### src/rtl/adc_pwr_pkg.sv
package adc_pwr_pkg;

    // Registered state held by the top-level power logic
    typedef struct packed {
        logic pd;    // core power-down
        logic pend;  // one request waiting for a permit
    } pwr_state_t;

    localparam pwr_state_t PWR_RESET = '{pd: 1'b1, pend: 1'b0};

    // True when nothing is running, waiting or arriving
    function automatic logic no_work(input logic pend, input logic busy, input logic req);
        return !pend && !busy && !req;
    endfunction

endpackage

### src/rtl/adc_wake_settle.sv
module adc_wake_settle #(
    parameter int DLY_W = 8
) (
    input  logic             clk,
    input  logic             rst_n,
    input  logic             bypass_i,  // automatic mode off: always settled
    input  logic             hold_i,    // core is being powered down
    input  logic             load_i,    // core is being woken
    input  logic [DLY_W-1:0] dly_i,
    output logic             ready_o
);
    localparam logic [DLY_W-1:0] ONE = {{(DLY_W-1){1'b0}}, 1'b1};

    typedef struct packed {
        logic [DLY_W-1:0] cnt;
        logic             ready;
    } settle_t;

    settle_t s_d, s_q;

    always_comb begin
        s_d = s_q;
        if (bypass_i) begin
            s_d.ready = 1'b1;
            s_d.cnt   = '0;
        end else if (hold_i) begin
            s_d.ready = 1'b0;
            s_d.cnt   = '0;
        end else if (load_i) begin
            s_d.ready = 1'b0;
            s_d.cnt   = dly_i;
        end else if (!s_q.ready) begin
            if (s_q.cnt == '0) s_d.ready = 1'b1;
            else               s_d.cnt   = s_q.cnt - ONE;
        end
    end

    always_ff @(posedge clk or negedge rst_n) begin
        if (!rst_n) s_q <= '{cnt: '0, ready: 1'b0};
        else        s_q <= s_d;
    end

    assign ready_o = s_q.ready;

    // an in-progress count only ever steps down by one
    assert_settle_step_R8: assert property (@(posedge clk) disable iff (!rst_n)
        (!bypass_i && !hold_i && !load_i && !s_q.ready && s_q.cnt != '0)
        |=> (s_q.cnt == ($past(s_q.cnt) - ONE)));

endmodule

### src/rtl/adc_clkstop_hs.sv
module adc_clkstop_hs (
    input  logic clk,
    input  logic rst_n,
    input  logic stop_req_i,
    input  logic busy_i,
    input  logic grant_i,
    output logic ack_o
);
    logic ack_d, ack_q;

    always_comb begin
        // acknowledge only with no conversion running and none being granted
        ack_d = stop_req_i && !busy_i && !grant_i;
    end

    always_ff @(posedge clk or negedge rst_n) begin
        if (!rst_n) ack_q <= 1'b0;
        else        ack_q <= ack_d;
    end

    assign ack_o = ack_q;

    // acknowledge never appears right after a busy cycle
    assert_ack_when_idle_R9: assert property (@(posedge clk) disable iff (!rst_n)
        $rose(ack_o) |-> !$past(busy_i));

endmodule

### src/rtl/adc_idle_pwr_ctrl.sv
module adc_idle_pwr_ctrl
    import adc_pwr_pkg::*;
#(
    parameter int DLY_W = 8
) (
    input  logic             clk,
    input  logic             rst_n,
    input  logic             cfg_idle_pd_en,
    input  logic             cfg_manual_pd,
    input  logic [DLY_W-1:0] cfg_wake_dly,
    input  logic             conv_req_i,
    input  logic             conv_busy_i,
    input  logic             clk_stop_req_i,
    output logic             core_pd_o,
    output logic             sample_ok_o,
    output logic             clk_stop_ack_o
);
    pwr_state_t st_d, st_q;
    logic       ready;
    logic       ack;
    logic       grant;
    logic       wake;
    logic       sleep;

    assign grant = st_q.pend && ready && !ack;

    always_comb begin
        st_d = st_q;
        if (cfg_idle_pd_en)
            st_d.pd = no_work(st_q.pend, conv_busy_i, conv_req_i);
        else
            st_d.pd = cfg_manual_pd;
        st_d.pend = (st_q.pend && !grant) || conv_req_i;
        wake  = cfg_idle_pd_en && st_q.pd && !st_d.pd;
        sleep = cfg_idle_pd_en && st_d.pd;
    end

    always_ff @(posedge clk or negedge rst_n) begin
        if (!rst_n) st_q <= PWR_RESET;
        else        st_q <= st_d;
    end

    adc_wake_settle #(.DLY_W(DLY_W)) u_settle (
        .clk     (clk),
        .rst_n   (rst_n),
        .bypass_i(!cfg_idle_pd_en),
        .hold_i  (sleep),
        .load_i  (wake),
        .dly_i   (cfg_wake_dly),
        .ready_o (ready)
    );

    adc_clkstop_hs u_stop (
        .clk       (clk),
        .rst_n     (rst_n),
        .stop_req_i(clk_stop_req_i),
        .busy_i    (conv_busy_i),
        .grant_i   (grant),
        .ack_o     (ack)
    );

    assign core_pd_o      = st_q.pd;
    assign sample_ok_o    = grant;
    assign clk_stop_ack_o = ack;

    // a request in automatic mode releases the core on the next edge
    assert_release_on_req_R3: assert property (@(posedge clk) disable iff (!rst_n)
        (cfg_idle_pd_en && core_pd_o && conv_req_i) |=> !core_pd_o);

    // no permit while the core is powered down in automatic mode
    assert_no_permit_when_off_R4: assert property (@(posedge clk) disable iff (!rst_n)
        (cfg_idle_pd_en && sample_ok_o) |-> !core_pd_o);

    // acknowledge and permit are never high together
    assert_no_permit_in_ack_R10: assert property (@(posedge clk) disable iff (!rst_n)
        clk_stop_ack_o |-> !sample_ok_o);

    // manual mode follows the bit with one cycle of latency
    assert_manual_follow_R7: assert property (@(posedge clk) disable iff (!rst_n)
        !cfg_idle_pd_en |=> (core_pd_o == $past(cfg_manual_pd)));

    // a permit empties the pending slot unless a new request arrives
    assert_permit_once_R11: assert property (@(posedge clk) disable iff (!rst_n)
        (sample_ok_o && !conv_req_i) |=> !sample_ok_o);

endmodule

### config.mk
export PLATFORM = sky130hd
export DESIGN_NAME = adc_idle_pwr_ctrl
export DESIGN_NICKNAME = d
export VERILOG_FILES = /design/src/rtl/adc_pwr_pkg.sv /design/src/rtl/adc_wake_settle.sv /design/src/rtl/adc_clkstop_hs.sv /design/src/rtl/adc_idle_pwr_ctrl.sv
export SDC_FILE = /design/constraint.sdc
export NUM_CORES = 1
export LEC_CHECK = 0
export CAP_MARGIN = 20
export CORE_MARGIN = 5
export CORE_UTILIZATION = 25
export CTS_BUF_LIST = sky130_fd_sc_hd__clkbuf_8
export CTS_CLUSTER_SIZE = 12
export DETAILED_ROUTE_END_ITERATION = 10
export GPL_ROUTABILITY_DRIVEN = 0
export PLACE_DENSITY = 0.51
export SLEW_MARGIN = 30
export SYNTH_ARGS = -nofsm -noshare
export SYNTH_HDL_FRONTEND = slang
export SYNTH_SLANG_ARGS = --single-unit
### constraint.sdc
create_clock -name clk -period 2.45 [get_ports clk]
set_clock_uncertainty 0.1 [all_clocks]
set_input_delay 0.6125 -clock clk [delete_from_list [all_inputs] [get_ports clk]]
set_output_delay 0.6125 -clock clk [all_outputs]
set_load 0.02 [all_outputs]
# ---- Word-level counts from Yosys, hierarchy flattened
# Cells that the tools add are included.
# Widths: inputs -> output; s select.
dict set report word_totals {
  register_bits 12
}
dict set report op_classes {
  addsub 1
  eq_ne 2
  muxes 7
  n_reduce_logical 19
}
# operator n
set op_table {}
lappend op_table {{$mux 9} 4}
lappend op_table {{$logic_and 1x1->1} 10}
lappend op_table {{$logic_not 8->1} 1}
lappend op_table {{$mux 8} 1}
lappend op_table {{$ne 4x3->1 const B} 2}
lappend op_table {{$sub 8x1->8 const B} 1}
lappend op_table {{$logic_not 1->1} 6}
lappend op_table {{$mux 1} 2}
lappend op_table {{$reduce_and 2->1} 1}
lappend op_table {{$logic_or 1x1->1} 1}

# ---- Depth between registers and ports, before layout
dict set report logic_depth {
  depth_word 9
  depth_mapped 6
  depth_no_buf 6
}

# ---- By module
# A second synthesis with hierarchy kept.
dict set report hier_totals {
  hier_cells 68
  area_unflattened_um2 679.4
}
# module instances cells_each area_each_um2
set modules_own_cells {}
lappend modules_own_cells {adc_wake_settle 1 56 521.8}
lappend modules_own_cells {adc_idle_pwr_ctrl 1 10 120.1}
lappend modules_own_cells {adc_clkstop_hs 1 2 37.5}

# ---- Worst setup path after synthesis
# No wires, ideal clock.
dict set report synth_path {
  path_type {register to register}
  from {register u_settle.s_q[1] (netlist name)}
  to {register u_settle.s_q[6] (netlist name)}
  arrival_ns 1.389
  slack_ns 0.821
  path_stages_with_launch 7
  path_buffers 0
  period_less_slack_ns 1.629
  cell_sequence {dfrtp_1 -> inv_1 -> ha_1 -> nor4b_4 -> nand2_2 -> a311oi_1 -> a2111oi_2}
}
dict set report synth_between {
  elab_chain_cells 6
  word_cells_on_any_way 9
}
# item line
set synth_rtl {}
lappend synth_rtl {{start, declared} adc_wake_settle.sv:19} ;# settle_t s_d, s_q;
lappend synth_rtl {{start signal, assigned} adc_wake_settle.sv:39} ;# if (!rst_n) s_q <= '{cnt: '0, ready: 1'b0};
lappend synth_rtl {{$sub 8x1->8} adc_wake_settle.sv:34} ;# else s_d.cnt = s_q.cnt - ONE;
lappend synth_rtl {{$mux 8} adc_wake_settle.sv:33} ;# if (s_q.cnt == '0) s_d.ready = 1'b1;
lappend synth_rtl {{$mux 9} adc_wake_settle.sv:32} ;# end else if (!s_q.ready) begin
lappend synth_rtl {{$mux 9} adc_wake_settle.sv:29} ;# end else if (load_i) begin
lappend synth_rtl {{$mux 9} adc_wake_settle.sv:26} ;# end else if (hold_i) begin
lappend synth_rtl {{$mux 9} adc_wake_settle.sv:23} ;# if (bypass_i) begin
# Several ways; a longest one is shown, not always the timed one. The select of a mux whose other input is x is not followed.
# A chain may end at the register's enable or synchronous reset.

# ---- Worst setup path in the final report
dict set report layout_path {
  from {register u_settle.s_q (netlist bit u_settle.ready_o)}
  to {output sample_ok_o}
}
dict set report layout_between {
  elab_chain_cells 2
}
# item line
set layout_rtl {}
lappend layout_rtl {{$logic_and 1x1->1 (2 in a row)} adc_idle_pwr_ctrl.sv:25} ;# assign grant = st_q.pend && ready && !ack;
lappend layout_rtl {{end, declared} adc_idle_pwr_ctrl.sv:15} ;# output logic sample_ok_o,
# No other way between the ends.

==> out/results.tsv <==
stage	metric	value	unit
setup_path	cp_slowest_cell	clkdlybuf4s50_1	
power	switchingPower	201	µW
timing	relSlewSlack	61.4	%
logic_synthesis	synthSimpleGateAreaFrac	27.8	%
placed_design	hpwl	1230	µm
timing	rsz0062_at_grt	no	
grt	grt-ovfl-total	0	
power	p_sw_share	30.6	%
logic_synthesis	synth_compound_area_share	19.8	%
setup_path	path_max_fanout	8	
hold_path	min_path_type	register to register	
routing	ant_nets	0	
timing	setup_tns	0	ps
cts	cts_buffer_depth	2	
logic_synthesis	yosysUniqueCellTypes	35	
logic_synthesis	muxShareOfSynthArea	4.27	%
routing	first_pass_iters	3	
routing	met3_length	53	µm
placed_design	dp.cells	120	
floorplanning	die_y	64.2	µm
setup_path	worst_ep_arrival_time	1570	ps
grt	grt_max_degree	14	
cts	post_cts_buffers	0	
power	p_int	455	µW
routing	wl_met1	870	µm
cts	clkTransAtPathRegs	50	ps
timing	fmax	439	MHz
routing	drc	0	
setup_path	rrSetupSlack	650	ps
floorplanning	die_area	4120	µm²
logic_synthesis	postSynthCellCount	74	
logic_synthesis	yosysSeqAreaShare	41.1	%
layout	diodes	0	
logic_synthesis	ys_ff_latch	12	
routing	vias	617	
floorplanning	core_area	2780	µm²
timing	hold_viol	0	
setup_path	worst_setup_path_start_kind	register	
power	powerDensity	662	nW/µm²
grt	grt_pass1_wl	2960	µm
run	maxCapViolations	0	
power	p_leak	0.398	nW
logic_synthesis	synth_top_family_by_area	simple AND/OR/NAND/NOR gates	
timing	min_period	2280	ps
setup_path	crit_chain	nand2_1, nor2_1, clkdlybuf4s50_1	
timing	fin_crit_sh	93.0	%
logic_synthesis	synth_xor_area_share	1.19	%
setup_path	critPathKind	register to output port	
layout	final_common_cell	clkdlybuf4s50_1	
layout	drive_gt1_share	18.3	%
cts	cts_sinks	12	
floorplanning	ios	18	
routing	wire_per_inst	13.3	µm
cts	cts_root_buffer	clkbuf_8	
power	pwr-share-clk	33.1	%
logic_synthesis	yosys_warnings	0	
setup_path	reg2reg_depth	6	
setup_path	cp_data_required_time	1740	ps
setup_path	r2r-end	u_settle.s_q[6]	
setup_path	crit_path_max_incr_delay	640	ps
routing	drtIter0Drc	8	
layout	layout.nets	110	
placed_design	io_buffers	17	
routing	wl	1650	µm
logic_synthesis	synth_nets	90	
layout	final_cell_mix	clkdlybuf4s50_1 (17), nor2_1 (12), dfrtp_1 (10), inv_1 (6), a211oi_1 (5)	
timing	setup_viol	0	
status	status	finished clean	
logic_synthesis	synth_area_per_cell	9.91	µm²
cts	cts_tree	yes	
cts	cts_buffers	3	
timing	tightest_slew	578	ps
timing	drv_slew	0	
layout	regArea	303	µm²
grt	grt_usage	8.96	%
cts	h-tree-depth	1	
logic_synthesis	synth_fa_ha_area_share	1.71	%
layout	multi_input_area	402	µm²
routing	top_layer	met4	
power	peakVddDrop	0.317	mV
floorplanning	die_w	64.2	µm
floorplanning	initial_utilization	26.4	%
power	p_seq_share	39.4	%
logic_synthesis	yosys-top-cells-area	dfrtp_1 (38%), nor2_1 (6.1%), a211oi_1 (5.1%)	
power	power_frac_comb	27.6	%
setup_path	cp-end-kind	output port	
setup_path	setup.worst_path.start	u_settle.ready_o	
setup_path	crit_path_end	sample_ok_o	
layout	syn_to_final_growth	35.2	%
cts	clock_latency	240	ps
layout	num-fill-cells	273	
cts	holdBufCountCts	0	
grt	antenna_found_initial	0	
setup_path	worstReg2RegStart	u_settle.s_q[1]	
routing	route.met2.wl	719	µm
grt	grt_pass1_vias	610	
logic_synthesis	synth.largest_area_cell	dfrtp_1	
floorplanning	rows	19	
logic_synthesis	netlist.area_leader.share	37.5	%
routing	via_per_inst	4.98	
logic_synthesis	syn_area	733	µm²
layout	finalNonFillerCells	124	
[worst min path at each step]
| stage | from | endpoint | cells past startpoint |
|---|---|---|---|
| 6_report | st_q[0] | st_q[0] | 2 |
| 5_1_grt | st_q[0] | st_q[0] | 2 |
| 4_1_cts | st_q[0] | st_q[0] | 2 |
| 3_5_place_dp | st_q[0] | st_q[0] | 2 |
| 3_3_place_gp | st_q[0] | st_q[0] | 2 |
| 2_1_floorplan | rst_n | st_q[0] | 0 |
[per-stage QoR]
| stage | power [mW] | hold WS (ps) | area, µm² | utilization [%] | setup slack, ps |
|---|---|---|---|---|---|
| 2_1_floorplan | 0.377 | 217 | 733 | - | 821 |
| 3_3_place_gp | 0.441 | 467 | 935 | 33.6 | 373 |
| 3_5_place_dp | 0.442 | 468 | 935 | 33.6 | 328 |
| 4_1_cts | 0.663 | 477 | 990 | 35.6 | 66.8 |
| 5_1_grt | 0.698 | 532 | 991 | 35.6 | 57.7 |
| 6_report | 0.656 | 474 | 991 | 35.6 | 171 |
[critical path, delay by kind of cell (launching register included)]
family,cells,cell delay (ps)
buffers and inverters,1,640
flip-flops,1,460
AND/OR/NAND/NOR,2,230
[registers in the layout, summed over array words and instances, names as in the netlist]
name              count
u_settle.s_q          8
u_stop.ack_o          1
core_pd_o             1
st_q                  1
u_settle.ready_o      1
[synthesized netlist by cell type]
cell type and count:
a21oi_4 1, inv_1 6, xnor2_1 1, nand2b_1 2, nand3_1 1, buf_1 1
and3_2 1, nor2_1 12, o21bai_1 1, nand2_2 1, o211ai_1 1, and4_4 1
nand2_1 3, nor4_2 1, nor2b_1 1, nor4b_4 1, mux2_2 1, ha_1 1
mux2i_1 2, o31a_2 1, a21oi_1 3, nand4b_1 1, o31ai_1 1, dfrtp_1 11
dfstp_2 1, nor3b_1 1, a311oi_1 2, a31oi_1 1, o21ai_0 1, a211oi_1 5
nor4b_2 1, nor3_1 3, clkbuf_1 1, a2111oi_2 1, nor3_4 1
[area by class of cell]
class | count | area share (%)
multi-input cells | 54 | 40.5
flip-flops and latches | 12 | 30.6
repair buffers | 17 | 17.2
clock buffers | 4 | 5.56
well taps | 31 | 3.91
inverters | 6 | 2.27
[timing repair]
item                                    in CTS  in global routing
endpoints found under the setup margin       0                  1
endpoints found under the hold margin        0                  0
gates resized for setup                      0                  1
[kinds of logic after synthesis]
group,after synthesis
and+or+nand+nor,31
muxes,3
AOI/OAI and AO/OA,18
DFF,12
xor gates and xnor gates,1
adders and majority gates,1
buffers and inverters,8
[power groups by stage]
| stage | logic [mW] | clock network, mW | registers, mW |
|---|---|---|---|
| after floorplan | 0.121 | 0 | 0.256 |
| after global placement | 0.181 | 0 | 0.260 |
| after detailed placement | 0.181 | 0 | 0.261 |
| after CTS | 0.183 | 0.223 | 0.257 |
| after global routing | 0.202 | 0.233 | 0.263 |
| final | 0.181 | 0.217 | 0.258 |
[metal layers]
metal	vias to the layer above	track usage, %
li1	310	-
met4	0	1.53
met3	2	3.33
met2	9	13.3
met5	-	0
met1	296	12.6
No activity file was read; power rests on OpenSTA's default activity.
